<file path="config.mk">
export PLATFORM = sky130hd
export DESIGN_NAME = ds3_rx_alarm_regs
export DESIGN_NICKNAME = d
export VERILOG_FILES = /design/src/rtl/ds3_alarm_pkg.sv /design/src/rtl/ds3_cond_track.sv /design/src/rtl/ds3_irq_status.sv /design/src/rtl/ds3_reg_file.sv /design/src/rtl/ds3_rx_alarm_regs.sv
export SDC_FILE = /design/constraint.sdc
export NUM_CORES = 1
export LEC_CHECK = 0
export BUFFER_PORTS_ARGS = -buffer_cell sky130_fd_sc_hd__buf_2
export CAP_MARGIN = 0
export CORE_MARGIN = 2
export CORE_UTILIZATION = 44
export CTS_CLUSTER_DIAMETER = 50
export DETAILED_ROUTE_END_ITERATION = 8
export GPL_TIMING_DRIVEN = 0
export PLACE_DENSITY = 0.83
export SYNTH_ARGS = -nofsm -noshare
export SYNTH_HDL_FRONTEND = slang
export SYNTH_HIERARCHICAL = 1
export SYNTH_SLANG_ARGS = --single-unit
</file>
<file path="constraint.sdc">
create_clock -name clk_i -period 1.2 [get_ports clk_i]
set_input_delay 0.24 -clock clk_i [delete_from_list [all_inputs] [get_ports clk_i]]
set_output_delay 0.24 -clock clk_i [all_outputs]
set_load 0.02 [all_outputs]
</file>
<file path="src/rtl/ds3_alarm_pkg.sv">
package ds3_alarm_pkg;
  localparam int NEVT = 5;
  localparam logic [7:0] A_CFG  = 8'h10;
  localparam logic [7:0] A_STAT = 8'h11;
  localparam logic [7:0] A_IEN  = 8'h12;
  localparam logic [7:0] A_ISR  = 8'h13;
  localparam logic [7:0] A_SYNC = 8'h14;
  localparam int B_PERR = 0;
  localparam int B_OOF  = 1;
  localparam int B_AIC  = 2;
  localparam int B_FERF = 3;
  localparam int B_IDLE = 4;

  typedef struct packed {
    logic idle;
    logic ferf;
    logic aic;
    logic oof;
  } cond_t;
endpackage

</file>
<file path="src/rtl/ds3_cond_track.sv">
module ds3_cond_track
  import ds3_alarm_pkg::*;
(
  input  logic            clk_i,
  input  logic            rst_ni,
  input  logic            frame_valid_i,
  input  logic [1:0]      xbits_i,
  input  logic            aic_i,
  input  logic            oof_i,
  input  logic            idle_i,
  input  logic            perr_i,
  output cond_t           st_o,
  output logic [NEVT-1:0] evt_o
);
  cond_t st_q, st_d;

  // disagreeing X-bits keep the FERF state
  always_comb begin
    st_d      = st_q;
    st_d.oof  = oof_i;
    st_d.idle = idle_i;
    if (frame_valid_i) begin
      st_d.aic = aic_i;
      if (xbits_i == 2'b00)      st_d.ferf = 1'b1;
      else if (xbits_i == 2'b11) st_d.ferf = 1'b0;
    end
  end

  always_comb begin
    evt_o         = '0;
    evt_o[B_PERR] = perr_i;
    evt_o[B_OOF]  = st_d.oof  ^ st_q.oof;
    evt_o[B_AIC]  = st_d.aic  ^ st_q.aic;
    evt_o[B_FERF] = st_d.ferf ^ st_q.ferf;
    evt_o[B_IDLE] = st_d.idle ^ st_q.idle;
  end

  always_ff @(posedge clk_i or negedge rst_ni)
    if (!rst_ni) st_q <= '0;
    else         st_q <= st_d;

  assign st_o = st_q;
endmodule

</file>
<file path="src/rtl/ds3_irq_status.sv">
module ds3_irq_status #(
  parameter int N = 5
) (
  input  logic         clk_i,
  input  logic         rst_ni,
  input  logic [N-1:0] evt_i,
  input  logic         clr_i,
  output logic [N-1:0] sts_o
);
  logic [N-1:0] sts_q;

  // a new event wins over the clearing read
  for (genvar i = 0; i < N; i++) begin : g_bit
    always_ff @(posedge clk_i or negedge rst_ni)
      if (!rst_ni) sts_q[i] <= 1'b0;
      else         sts_q[i] <= (sts_q[i] & ~clr_i) | evt_i[i];
  end

  assign sts_o = sts_q;
endmodule

</file>
<file path="src/rtl/ds3_reg_file.sv">
module ds3_reg_file
  import ds3_alarm_pkg::*;
#(
  parameter int ADDR_W = 8,
  parameter int DATA_W = 8,
  parameter int SYNC_W = 2
) (
  input  logic              clk_i,
  input  logic              rst_ni,
  input  logic [ADDR_W-1:0] addr_i,
  input  logic              wr_i,
  input  logic              rd_i,
  input  logic [DATA_W-1:0] wdata_i,
  input  cond_t             st_i,
  input  logic [NEVT-1:0]   sts_i,
  output logic [DATA_W-1:0] rdata_o,
  output logic [NEVT-1:0]   ien_o,
  output logic              isr_clr_o
);
  logic [NEVT-1:0]   ien_q;
  logic [SYNC_W-1:0] sync_q;
  logic [DATA_W-1:0] rmux, rdata_q;

  always_ff @(posedge clk_i or negedge rst_ni)
    if (!rst_ni) begin
      ien_q  <= '0;
      sync_q <= '0;
    end else if (wr_i) begin
      if (addr_i == ADDR_W'(A_IEN))  ien_q  <= wdata_i[NEVT-1:0];
      if (addr_i == ADDR_W'(A_SYNC)) sync_q <= wdata_i[SYNC_W-1:0];
    end

  // state bit positions
  always_comb begin
    rmux = '0;
    unique case (addr_i)
      ADDR_W'(A_CFG):  begin rmux[5] = st_i.idle; rmux[4] = st_i.oof; end
      ADDR_W'(A_STAT): begin rmux[4] = st_i.ferf; rmux[3] = st_i.aic; end
      ADDR_W'(A_IEN):  rmux[NEVT-1:0] = ien_q;
      ADDR_W'(A_ISR):  rmux[NEVT-1:0] = sts_i;
      ADDR_W'(A_SYNC): rmux[SYNC_W-1:0] = sync_q;
      default:         rmux = '0;
    endcase
  end

  always_ff @(posedge clk_i or negedge rst_ni)
    if (!rst_ni)   rdata_q <= '0;
    else if (rd_i) rdata_q <= rmux;

  assign isr_clr_o = rd_i && (addr_i == ADDR_W'(A_ISR));
  assign rdata_o   = rdata_q;
  assign ien_o     = ien_q;
endmodule

</file>
<file path="src/rtl/ds3_rx_alarm_regs.sv">
module ds3_rx_alarm_regs
  import ds3_alarm_pkg::*;
#(
  parameter int ADDR_W = 8,
  parameter int DATA_W = 8,
  parameter int SYNC_W = 2
) (
  input  logic              clk_i,
  input  logic              rst_ni,
  input  logic              frame_valid_i,
  input  logic [1:0]        xbits_i,
  input  logic              aic_i,
  input  logic              oof_i,
  input  logic              idle_i,
  input  logic              perr_i,
  input  logic [ADDR_W-1:0] addr_i,
  input  logic              wr_i,
  input  logic              rd_i,
  input  logic [DATA_W-1:0] wdata_i,
  output logic [DATA_W-1:0] rdata_o,
  output logic              irq_o
);
  cond_t           st;
  logic [NEVT-1:0] evt, sts, ien;
  logic            isr_clr;

  ds3_cond_track u_track (
    .clk_i, .rst_ni, .frame_valid_i, .xbits_i, .aic_i, .oof_i, .idle_i,
    .perr_i, .st_o(st), .evt_o(evt)
  );

  ds3_irq_status #(.N(NEVT)) u_sts (
    .clk_i, .rst_ni, .evt_i(evt), .clr_i(isr_clr), .sts_o(sts)
  );

  ds3_reg_file #(.ADDR_W(ADDR_W), .DATA_W(DATA_W), .SYNC_W(SYNC_W)) u_regs (
    .clk_i, .rst_ni, .addr_i, .wr_i, .rd_i, .wdata_i, .st_i(st), .sts_i(sts),
    .rdata_o, .ien_o(ien), .isr_clr_o(isr_clr)
  );

  assign irq_o = |(sts & ien);
endmodule

</file>
# Word-level counts from Yosys, hierarchy flattened
# Index checks and enable logic that the tools add are counted.
[totals]
register_bits = 22
inputBits = 27
output_inout_bits = 9
wordCells = 47
[classes]
n_eq_ne = 6
muxes = 8
n_bitwise = 16
reduce_logical = 5
[ops]
columns = ["op", "count"]
rows = [
  ["$eq A8 B5 Y1 const B", 5],
  ["$pmux W2 S3", 1],
  ["$and A1 B1 Y1", 5],
  ["$and A5 B5 Y5", 1],
  ["$or A1 B1 Y1", 5],
  ["$reduce_or A5 Y1", 1],
  ["$pmux W1 S4", 1],
  ["$reduce_and A2 Y1", 2],
  ["$xor A1 B1 Y1", 4],
  ["$mux W1", 3],
  ["$pmux W1 S3", 1],
  ["$eq A2 B2 Y1 const B", 1],
  ["$logic_not A2 Y1", 1],
  ["$mux W2", 1],
  ["$pmux W1 S2", 1],
  ["$logic_and A1 B1 Y1", 1],
  ["$not A1 Y1", 1],
]

# Depth between registers and ports, before layout
# Gate-level depths: netlist of run 1.
[logic_depth]
ltp_word = 6
ltp_mapped = 5
depth_no_buf = 5

# Hierarchy
# The synthesis of run 1 kept the hierarchy.
[modules_own_cells]
columns = ["module", "instances", "cells_per_inst", "area_per_inst_um2", "seq_area_each_um2"]
rows = [
  ["ds3_reg_file", 1, 59, 719.4, 325.3],
  ["ds3_cond_track", 1, 18, 191.4, 100.1],
  ["ds3_irq_status", 1, 11, 166.4, 125.1],
  ["ds3_rx_alarm_regs", 1, 3, 21.3, 0.0],
]

# Least setup slack after synthesis of run 1
# OpenSTA, ideal clock, no wires.
[synth_path]
path_type = "input -> register"
start = "input port addr_i[5]"
end = "register u_regs.ien_q[0] (netlist: u_regs/ien_o[0])"
setup_ns = 0.125
t_arrival_ns = 1.491
required_time_ns = 1.075
slack_ns = -0.415
cell_stages = 3
path_buffers = 0
path_cell_list = "or4b_4 nor4_4 mux2_2"
[synth_via]
elab_chain_cells = 2
[synth_rtl]
columns = ["element", "line_no", "source"]
rows = [
  ["start: declaration", "ds3_rx_alarm_regs.sv:16", "input logic [ADDR_W-1:0] addr_i,"],
  ["$eq A8 B5 Y1", "ds3_reg_file.sv:29", "if (addr_i == ADDR_W'(A_IEN)) ien_q <= wdata_i[NEVT-1:0];"],
  ["$reduce_and A2 Y1 (no source line)", "n/a", ""],
  ["end signal: assignment", "ds3_reg_file.sv:29", ""],
  ["end: declaration", "ds3_reg_file.sv:20", "logic [NEVT-1:0] ien_q;"],
]
# No other way between the ends.
# A chain may end at the register's enable or synchronous reset.

# Worst setup path in the final report of run 1
[layout_path]
start = "register u_sts.sts_q[0] (netlist: u_sts/sts_o[0])"
end = "output port irq_o"
[layout_via]
elab_chain_cells = 2
[layout_rtl]
columns = ["element", "line_no", "source"]
rows = [
  ["start: declaration", "ds3_irq_status.sv:10", "logic [N-1:0] sts_q;"],
  ["start signal: indexed assignment", "ds3_irq_status.sv:16", "else sts_q[i] <= (sts_q[i] & ~clr_i) | evt_i[i];"],
  ["$and A5 B5 Y5", "ds3_rx_alarm_regs.sv:41", "assign irq_o = |(sts & ien);"],
  ["$reduce_or A5 Y1", "ds3_rx_alarm_regs.sv:41", ""],
  ["end: declaration", "ds3_rx_alarm_regs.sv:21", "output logic irq_o"],
]
# No other way between the ends.

==> results.md, run 1 <==
* Cell accounting for the most synthesized area: dfrtp_1
* Fin. max-slew vios at 0
* Critical path's slowest cell: dfrtp_1
* DR vias at 876
* ANT nets after route at 0
* Worst setup SP type: flip-flop
* Nets at 160
* CTS root buf: clkbuf_4
* Clk_skew at 0.00239 ns
* Largest net degree at the start of global routing at 23
* Final min period at 1.52 ns
* WP buf/inv at 1
* Crit-path max cell delay at 0.40 ns
* Post-synthesis sequential area ratio at 50.1%
* First-pass GRT wire length at 3830 µm
* Max Buffers Root-to-Sink at 2
* Fin crit share at 127%
* Ports at 36
* Die Y at 54.0 µm
* IR drop worst, VDD at 865 µV
* H-tree depth at 1
* Worst-path clk slew at 0.11 ns
* Post-Synthesis Cells at 91
* Synth warn at 6
* Hold Path Class: in -> reg
* # diodes at 0
* Drt wl/cell at 15.7 µm
* Worst-skew pair later-pin latency at 0.31 ns
* Critical path arrival at 1.28 ns
* Commonest cells in the synthesized netlist: dfrtp_1, mux2_2, a21o_1, nor2b_1, nand2_1
* Critical path class: reg -> out
* Final Hold Vio Count at 0
* Crit-path max FO at 2
* Status: complete, but fails checks
* Register bit total from synthesis at 22
* CP Cell Sequence: a222oi_1 -> nand2_1 -> buf_2
* CTS Buf Count at 3
* Final Wtd Congestion at 0.799
* Die width at 54.0 µm
* Power per cell area at 955 nW/µm²
* DRT Pass-1 Iters at 4
* Synth cell types at 35
* Unrepaired setup endpoints after global routing: yes
* I/O Buffers at 28
* Critical Path Sink Type: output pin
* Mapped Avg Cell Area at 12.1 µm²
* Synth area leaders: dfrtp_1, mux2_2, a21o_1
* TritonCTS clock tree: done
* Core area at 2410 µm²
* Top_reg_cell synth: dfrtp_1
* Final HPWL DP at 1770 µm
* Mapped cell area at 1100 µm²
* Final wirelength at 2540 µm
* Via/cell ratio at 5.41
* Max_cap viols at 0
* Pre-CTS setup slack at -0.616 ns
* EDFF count, synth at 0
* Initial Util at 45.6%
* Final worst slack at -0.323 ns
* Largest delay share family, worst path: flip-flops
* Drc violations at 0
* TritonCTS Sinks at 22
* Synth-to-Final Area Change at 38.5%
* Async SR Flop Fraction at 100%
* Layout cells sized above 1 at 53.8%
* FP Rows at 18
* Initial antenna violation count at 0
* Yosys top cell area share at 50.1%
* # setup viols final at 10
* Die area at 2910 µm²
* Drt first-iter violations at 5
* Vias in the first global route at 870
* Max Fclk at 0.657 GHz
* Leakage at 0.723 nW
* Final setup TNS at -1.34 ns
* Top-count cell post-synth: dfrtp_1
* Global-route total usage across every layer at 19.1%
* Violated checks: negative setup slack
* Congestion Overflow GR at 0
* Required time of the critical path at 0.96 ns
## state kept, by name, summed over array words and instances, names as in the netlist
register	cells
u_regs/rdata_o	6
u_regs/ien_o	5
u_sts/sts_o	5
u_track/st_o	4
u_regs/sync_q	2
## worst reg2reg max path, delay by kind of cell (launching register included)
family	cells	cell delay, ns
compound gates	2	0.28
flops	1	0.41
buf+inv	2	0.24
mux	1	0.26
## where the power goes
| group | leakage (nW) | internal, mW | switching (mW) |
|---|---|---|---|
| clock network | 0.0210 | 0.185 | 0.219 |
| logic | 0.432 | 0.138 | 0.126 |
| registers | 0.270 | 0.766 | 0.0195 |
| total | 0.723 | 1.09 | 0.364 |
## worst paths after layout
| check | start | slack (ns) | cells after the start | end |
|---|---|---|---|---|
| worst max-delay path | u_sts/sts_o[0]$_DFF_PN0_ | -0.32 | 3 | irq_o |
| worst min-delay path | oof_i | 0.05 | 1 | u_track/st_o[0]$_DFF_PN0_ |
| worst max register to register | u_regs/ien_o[0]$_DFFE_PN0P_ | -0.11 | 5 | u_regs/rdata_o[0]$_DFFE_PN0P_ |
| worst min register to register | u_sts/sts_o[1]$_DFF_PN0_ | 0.52 | 1 | u_sts/sts_o[1]$_DFF_PN0_ |
| max in group asynchronous | rst_ni | 0.47 | 2 | u_regs/sync_q[1]$_DFFE_PN0P_ |
| min in group asynchronous | rst_ni | 0.42 | 2 | u_regs/rdata_o[1]$_DFFE_PN0P_ |
## through the flow
step	cell area [µm²]	hold WS (ns)	power, mW	utilization, %	std cells
finish	1520	0.0516	1.45	63.1	162
floorplan	1110	-0.0556	0.909	-	92
global route	1520	0.0407	1.52	63.1	162
detailed placement	1290	0.228	1.00	53.5	150
CTS	1450	0.0521	1.44	60.3	160
global placement	1290	0.218	0.993	53.5	150
## per-layer routing
metal	part of all wire, %	routed length (µm)	vias up	track usage [%]
li1	-	-	411	-
met1	42	1060	425	21.6
met2	49	1230	31	32.5
met3	6.7	170	9	4.44
met4	2.8	71	0	11.1
met5	0	0	-	0
## layout by cell type (no fill, tap or decap), drive strengths merged
| cell | count |
|---|---|
| a21boi | 1 |
| a21o | 5 |
| a21oi | 1 |
| a222oi | 1 |
| a22oi | 1 |
| a31o | 3 |
| a32oi | 2 |
| a41o | 1 |
| and2 | 1 |
| and3 | 1 |
| buf | 39 |
| clkbuf | 5 |
| conb | 2 |
| dfrtp | 22 |
| dlygate4sd3 | 1 |
| inv | 4 |
| mux2 | 11 |
| mux2i | 2 |
| mux4 | 1 |
| nand2 | 4 |
| nand2b | 2 |
| nand3 | 1 |
| nor2 | 1 |
| nor2b | 5 |
| nor3 | 2 |
| nor4 | 2 |
| o21ai | 1 |
| o22ai | 2 |
| or3 | 1 |
| or3b | 2 |
| or4b | 1 |
| or4bb | 1 |
| xor2 | 3 |
## what timing repair did
| action | 4_1_cts | 5_1_grt |
|---|---|---|
| hold buffers | 1 | 0 |
| endpoints found under the hold margin | 22 | 0 |
| gates resized for setup | 21 | 9 |
| endpoints found under the setup margin | 11 | 15 |
| pin swaps | 6 | 4 |
| cloned | 0 | 0 |
| buffers inserted | 5 | 2 |
## final cells by class
type / instances / area [µm²]
buffer: 5 / 46.3
clock buffer: 4 / 36.3
fill: 203 / 888
inverter: 4 / 15.0
multi-input combinational: 61 / 597
sequential: 22 / 551
tap: 30 / 37.5
timing repair buffer: 36 / 239
## kinds of logic after synthesis
| group | after synthesis | synth area share (%) |
|---|---|---|
| AND/OR/NAND/NOR | 24 | 15.1 |
| flip-flops | 22 | 50.1 |
| AO/OA/AOI/OAI | 18 | 12.6 |
| multiplexers | 14 | 15.1 |
| XOR/XNOR | 3 | 2.39 |
| buffers and inverters | 9 | 4.21 |
| other | 1 | 0.341 |
Power figures use the tool's default switching activity.
==> run 2, diff against run 1 <==
SETUP_SLACK_MARGIN = 0.5   (was not set)
==> results.md, run 2 (same netlist as run 1, synthesis figures left out) <==
* Clk_skew at 0.000727 ns (was 0.00239 ns)
* Via/cell ratio at 5.44 (was 5.41)
* Die width at 54.0 µm (unchanged)
* Initial antenna violation count at 0 (unchanged)
* DRT Pass-1 Iters at 4 (unchanged)
* Critical path class: reg -> out (unchanged)
* Worst-skew pair later-pin latency at 0.29 ns (was 0.31 ns)
* Final Cell Area at 1660 µm² (was 1520 µm²)
* DR vias at 920 (was 876)
* Ports at 36 (unchanged)
* Power per cell area at 891 nW/µm² (was 955 nW/µm²)
* CTS Buf Count at 3 (unchanged)
* Critical path arrival at 1.28 ns (about the same)
* Largest register FFs at 6 (unchanged)
* Final Wtd Congestion at 0.759 (was 0.799)
* Final Hold Vio Count at 22 (was 0)
* Drc violations at 0 (unchanged)
* Nets at 167 (was 160)
* Post-layout util at 69.0% (was 63.1%)
* CP Cell Sequence: a222oi_1 -> nand2_1 -> buf_6 (was a222oi_1 -> nand2_1 -> buf_2)
* Fin. max-slew vios at 0 (unchanged)
* Crit-path max cell delay at 0.41 ns (was 0.40 ns)
* Drt first-iter violations at 14 (was 5)
* WP depth at 3 (unchanged)
* TritonCTS Sinks at 22 (unchanged)
* IR drop worst, VDD at 718 µV (was 865 µV)
* Status: complete, but fails checks (unchanged)
* Violated checks: negative hold slack, negative setup slack (was negative setup slack)
* Initial Util at 45.6% (unchanged)
* Critical path's slowest cell: dfrtp_1 (unchanged)
* # setup viols final at 16 (was 10)
* FP Rows at 18 (unchanged)
* Die area at 2910 µm² (unchanged)
* Max_cap viols at 0 (unchanged)
* # diodes at 0 (unchanged)
* Critical Path Sink Type: output pin (unchanged)
* Placement Cell Area at 1300 µm² (was 1290 µm²)
* H-tree depth at 1 (unchanged)
* Core area at 2410 µm² (unchanged)
* Max Fclk at 0.656 GHz (was 0.657 GHz)
* Leakage at 0.780 nW (was 0.723 nW)
* Commonest non-fill, non-tap cells in the layout: dfrtp_1, buf_6, buf_2 (was buf_2, dfrtp_1, buf_6, buf_4, mux2_4)
* Drt wl/cell at 16.6 µm (was 15.7 µm)
* Hold_ws at -0.112 ns (was 0.0516 ns)
* Worst-path clk slew at 0.12 ns (was 0.11 ns)
* Layout cells sized above 1 at 58.3% (was 53.8%)
* Largest delay share family, worst path: flip-flops (unchanged)
* Worst R2R Path Depth at 2 (was 5)
* Unrepaired setup endpoints after global routing: yes (unchanged)
* First-pass GRT wire length at 4420 µm (was 3830 µm)
* Fillers at 181 (was 203)
* Final HPWL DP at 1790 µm (was 1770 µm)
* Synth-to-Final Area Change at 51.4% (was 38.5%)
* Congestion Overflow GR at 0 (unchanged)
* CTS root buf: clkbuf_4 (unchanged)
* Hold Path Class: in -> async (was in -> reg)
* Sequential Area at 551 µm² (unchanged)
* Vias in the first global route at 997 (was 870)
* Max Buffers Root-to-Sink at 2 (unchanged)
* Die Y at 54.0 µm (unchanged)
* WP buf/inv at 1 (unchanged)
* Global-route total usage across every layer at 20.8% (was 19.1%)
* Worst setup SP type: flip-flop (unchanged)
* Final worst slack at -0.325 ns (was -0.323 ns)
* Final min period at 1.52 ns (about the same)
* I/O Buffers at 28 (unchanged)
* Final wirelength at 2800 µm (was 2540 µm)
* Fin crit share at 127% (about the same)
* Crit-path max FO at 2 (unchanged)
* Most common cell after layout, fill and taps aside: dfrtp_1 (was buf_2)
* Multi-input gate area at 627 µm² (was 597 µm²)
* Final setup TNS at -1.70 ns (was -1.34 ns)
* TritonCTS clock tree: done (unchanged)
* Required time of the critical path at 0.96 ns (about the same)
* Largest net degree at the start of global routing at 23 (unchanged)
* ANT nets after route at 0 (unchanged)
## run 2: cell types whose count changed in the layout (fill, tap and decap cells not counted), moves of 2 or more
| cell | delta |
|---|---|
| buf_2 | -7 |
| buf_6 | +11 |
| mux2_2 | -2 |
| buf_4 | +4 |
| mux2_4 | +2 |
## run 2: worst paths after layout
| path | startpoint | endpoint | slack [ns] |
|---|---|---|---|
| worst min-delay path | rst_ni | u_regs/ien_o[4]$_DFFE_PN0P_ | -0.11 |
| worst min register to register | u_sts/sts_o[2]$_DFF_PN0_ | u_sts/sts_o[2]$_DFF_PN0_ | 0.54 |
| min in group clk_i | idle_i | u_track/st_o[3]$_DFF_PN0_ | 0.07 |
| max in group asynchronous | rst_ni | u_regs/rdata_o[0]$_DFFE_PN0P_ | 0.98 |
| worst max-delay path | u_regs/ien_o[0]$_DFFE_PN0P_ | irq_o | -0.32 |
| worst max register to register | u_sts/sts_o[4]$_DFF_PN0_ | u_regs/rdata_o[4]$_DFFE_PN0P_ | -0.05 |
## run 2: metal layers
layer,global-route usage [%],share of wire [%],up-vias
li1,-,-,427
met1,25.5,39,454
met2,37.6,54,37
met3,3.06,6.2,2
met4,5.98,0.25,0
met5,0,0,-
## run 2: layout make-up
| cell class | count | area share, % |
|---|---|---|
| Multi-Input combinational cell | 61 | 37.7 |
| Buffer | 5 | 2.78 |
| Tap cell | 30 | 2.26 |
| Inverter | 4 | 1.05 |
| Sequential cell | 22 | 33.1 |
| Timing Repair Buffer | 43 | 20.9 |
| Clock buffer | 4 | 2.18 |
## run 2: power breakdown
group          total (mW)  leakage (nW)  internal (mW)  switching [mW]
Clock               0.403        0.0210          0.185           0.219
Sequential          0.786         0.270          0.766          0.0202
Combinational       0.293         0.489          0.157           0.135
## run 2: repair_timing
item	4_1_cts	5_1_grt
pin swaps	11	3
hold endpoints to repair	22	22
setup endpoints to repair	27	27
resized for setup	42	10
setup buffers	11	4
## run 2: stage by stage
| step | cells | power, mW | setup slack (ns) | hold WS (ns) |
|---|---|---|---|---|
| after global placement | 150 | 0.998 | -0.639 | 0.216 |
| after floorplan | 92 | 0.914 | -0.415 | -0.0556 |
| after CTS | 165 | 1.47 | -0.330 | -0.0987 |
| final | 169 | 1.48 | -0.325 | -0.112 |
| after detailed placement | 150 | 1.01 | -0.669 | 0.234 |
| after global routing | 169 | 1.54 | -0.399 | -0.0884 |
==> run 3, diff against run 2 <==
ABC_AREA = 1   (was not set)
CORE_UTILIZATION = 45   (was 44)
==> results.md, run 3 <==
* Unrepaired setup endpoints after global routing: yes (unchanged)
* Initial antenna violation count at 0 (unchanged)
* Critical path class: reg -> out (unchanged)
* CTS root buf: clkbuf_4 (unchanged)
* Mapped Avg Cell Area at 7.31 µm² (was 12.1 µm²)
* Placed cell count at 222 (was 150)
* Mapped cell area at 1190 µm² (was 1100 µm²)
* Synth-to-Final Area Change at 67.3% (was 51.4%)
* Violated checks: negative hold slack, negative setup slack (unchanged)
* Final HPWL DP at 1910 µm (was 1790 µm)
* FP Rows at 18 (unchanged)
* H-tree depth at 1 (unchanged)
* Hold Path Class: in -> async (unchanged)
* Worst setup SP type: flip-flop (unchanged)
* Synth cell types at 19 (was 35)
* EDFF count, synth at 0 (unchanged)
* Largest register FFs at 6 (unchanged)
* Final Hold Vio Count at 22 (unchanged)
* Post-synthesis sequential area ratio at 46.2% (was 50.1%)
* Synth area leaders: dfrtp_1, nand2_1, nand3_1 (was dfrtp_1, mux2_2, a21o_1)
* Adder-cell area share of the yosys netlist at 0% (unchanged)
* Congestion Overflow GR at 0 (unchanged)
* Cell accounting for the most synthesized area: dfrtp_1 (unchanged)
* Cell mode on critical path: nand2_1
* Crit-path max FO at 3 (was 2)
* Vias in the first global route at 1,241 (was 997)
* Reg-to-reg endpoint: u_regs/rdata_o[1]$_DFFE_PN0P_ (was u_regs/rdata_o[4]$_DFFE_PN0P_)
* Nets at 245 (was 167)
* Final setup TNS at -0.211 ns (was -1.70 ns)
* Register bit total from synthesis at 22 (unchanged)
* WP depth at 5 (was 3)
* # diodes at 0 (unchanged)
* Clk_skew at 0.0106 ns (was 0.000727 ns)
* Via/cell ratio at 5.18 (was 5.44)
* Worst R2R Path Depth at 6 (was 2)
* Power per cell area at 726 nW/µm² (was 891 nW/µm²)
* Critical Path Sink Type: output pin (unchanged)
* Post-synthesis xor/xnor area fraction at 1.47% (was 2.39%)
* Compound-Gate Fraction of Synth Area at 4.62% (was 12.6%)
* Die width at 55.5 µm (was 54.0 µm)
* Max Fclk at 0.709 GHz (was 0.656 GHz)
* Final Wtd Congestion at 0.823 (was 0.759)
* Max_cap viols at 0 (unchanged)
* Largest delay share family, worst path: flip-flops (unchanged)
* Worst-path clk slew at 0.11 ns (was 0.12 ns)
* Combinational family with the most area after synthesis: simple AND/OR/NAND/NOR gates (was multiplexers)
* Largest net degree at the start of global routing at 23 (unchanged)
* Mux share of post-synthesis cell area at 0% (was 15.1%)
* Async SR Flop Fraction at 100% (unchanged)
* WP buf/inv at 2 (was 1)
* Final Cell Area at 1990 µm² (was 1660 µm²)
* Drt first-iter violations at 38 (was 14)
* Top-count cell post-synth: nand2_1 (was dfrtp_1)
* Commonest cells in the synthesized netlist: nand2_1, inv_1, dfrtp_1, nand3_1, o21ai_0 (was dfrtp_1, mux2_2, a21o_1, nor2b_1, nand2_1)
* Most common cell after layout, fill and taps aside: nand2_1 (was dfrtp_1)
* Critical path's slowest cell: dfrtp_1 (unchanged)
* Die area at 3070 µm² (was 2910 µm²)
* ANT nets after route at 0 (unchanged)
* Worst-skew pair later-pin latency at 0.30 ns (was 0.29 ns)
* IR drop worst, VDD at 703 µV (was 718 µV)
* Fillers at 149 (was 181)
* Synth warn at 6 (unchanged)
* TritonCTS Sinks at 22 (unchanged)
* Ports at 36 (unchanged)
* Hold_ws at -0.124 ns (was -0.112 ns)
* Final min period at 1.41 ns (was 1.52 ns)
* Total power at 1.45 mW (was 1.48 mW)
* Core area at 2500 µm² (was 2410 µm²)
* Leakage at 1.03 nW (was 0.780 nW)
* Required time of the critical path at 0.96 ns (about the same)
* Finished Layout Cells at 246 (was 169)
* Synth Area in Simple Gates at 36.2% (was 15.1%)
* First-pass GRT wire length at 5240 µm (was 4420 µm)
* Crit-path max cell delay at 0.43 ns (was 0.41 ns)
* Layout cells sized above 1 at 56.9% (was 58.3%)
* RR Startpoint: u_sts/sts_o[1]$_DFF_PN0_ (was u_sts/sts_o[4]$_DFF_PN0_)
* Fin crit share at 118% (was 127%)
* Placement Cell Area at 1470 µm² (was 1300 µm²)
* Yosys top cell area share at 46.2% (was 50.1%)
* Drt wl/cell at 14.2 µm (was 16.6 µm)
* Commonest non-fill, non-tap cells in the layout: nand2_1, dfrtp_1, buf_4 (was dfrtp_1, buf_6, buf_2)
* Top_reg_cell synth: dfrtp_1 (unchanged)
* Initial Util at 47.6% (was 45.6%)
* Die Y at 55.5 µm (was 54.0 µm)
* R2R setup slack at 0.14 ns (was -0.05 ns)
* Global-route total usage across every layer at 21.4% (was 20.8%)
* I/O Buffers at 28 (unchanged)
* Final worst slack at -0.211 ns (was -0.325 ns)
* DRT Pass-1 Iters at 4 (unchanged)
* Drc violations at 0 (unchanged)
* CTS Buf Count at 3 (unchanged)
* Critical path arrival at 1.17 ns (was 1.28 ns)
* TritonCTS clock tree: done (unchanged)
* CP Cell Sequence: nand2_1 -> nand2_1 -> inv_1 -> nand2_2 -> buf_6 (was a222oi_1 -> nand2_1 -> buf_6)
* Post-Synthesis Cells at 163 (was 91)
* Status: complete, but fails checks (unchanged)
* Pre-CTS setup slack at -0.161 ns (was -0.669 ns)
* Max Buffers Root-to-Sink at 2 (unchanged)
* DR vias at 1,275 (was 920)
* Final wirelength at 3500 µm (was 2800 µm)
* Fin. max-slew vios at 0 (unchanged)
* # setup viols final at 1 (was 16)
[run 3: area by class of cell]
type	count	area, µm²	area share [%]
clock buffer	3	22.5	1.13
timing repair buffer	49	442	22.2
inverter	25	138	6.91
multi-input combinational	112	763	38.3
tap	30	37.5	1.88
sequential	22	552	27.7
buffer	5	38.8	1.95
[run 3: power breakdown]
part | leakage (nW) | internal, mW | switching (mW)
registers | 0.248 | 0.773 | 0.0322
clock network | 0.0138 | 0.117 | 0.202
logic | 0.772 | 0.142 | 0.180
[run 3: worst max-delay path by stage]
stage / startpoint / to
2_1_floorplan: addr_i[7] / u_sts/sts_o[0]$_DFF_PN0_
3_3_place_gp: addr_i[7] / u_sts/sts_o[0]$_DFF_PN0_
3_5_place_dp: addr_i[7] / u_sts/sts_o[0]$_DFF_PN0_
4_1_cts: u_regs/ien_o[3]$_DFFE_PN0P_ / irq_o
5_1_grt: u_regs/ien_o[0]$_DFFE_PN0P_ / irq_o
6_report: u_regs/ien_o[0]$_DFFE_PN0P_ / irq_o
[run 3: cell families (layout without fill, tap and decap cells)]
family,count (synthesis),count (layout)
flip-flops,22,22
other,1,2
buffers and inverters,30,82
AND/OR/NAND/NOR,97,97
AO/OA/AOI/OAI,11,11
XOR/XNOR,2,2
[run 3: per-layer routing]
metal	global-route usage [%]	up-vias	wire (µm)
met4	9.41	0	74
li1	-	607	-
met3	3.51	12	241
met5	0	-	0
met2	37.8	68	1830
met1	25.3	588	1350
[run 3: what timing repair did]
item | in CTS | in global routing
endpoints found under the hold margin | 22 | 22
pin swaps | 16 | 27
endpoints found under the setup margin | 27 | 27
resized for setup | 51 | 41
setup buffers | 14 | 6
cloned | 1 | 0
[run 3: through the flow]
stage / hold slack [ns] / utilization (%)
after floorplan: -0.0556 / -
after global placement: 0.223 / 58.9
after detailed placement: 0.222 / 58.9
after CTS: -0.117 / 72.2
after global routing: -0.0960 / 79.7
final: -0.124 / 79.7
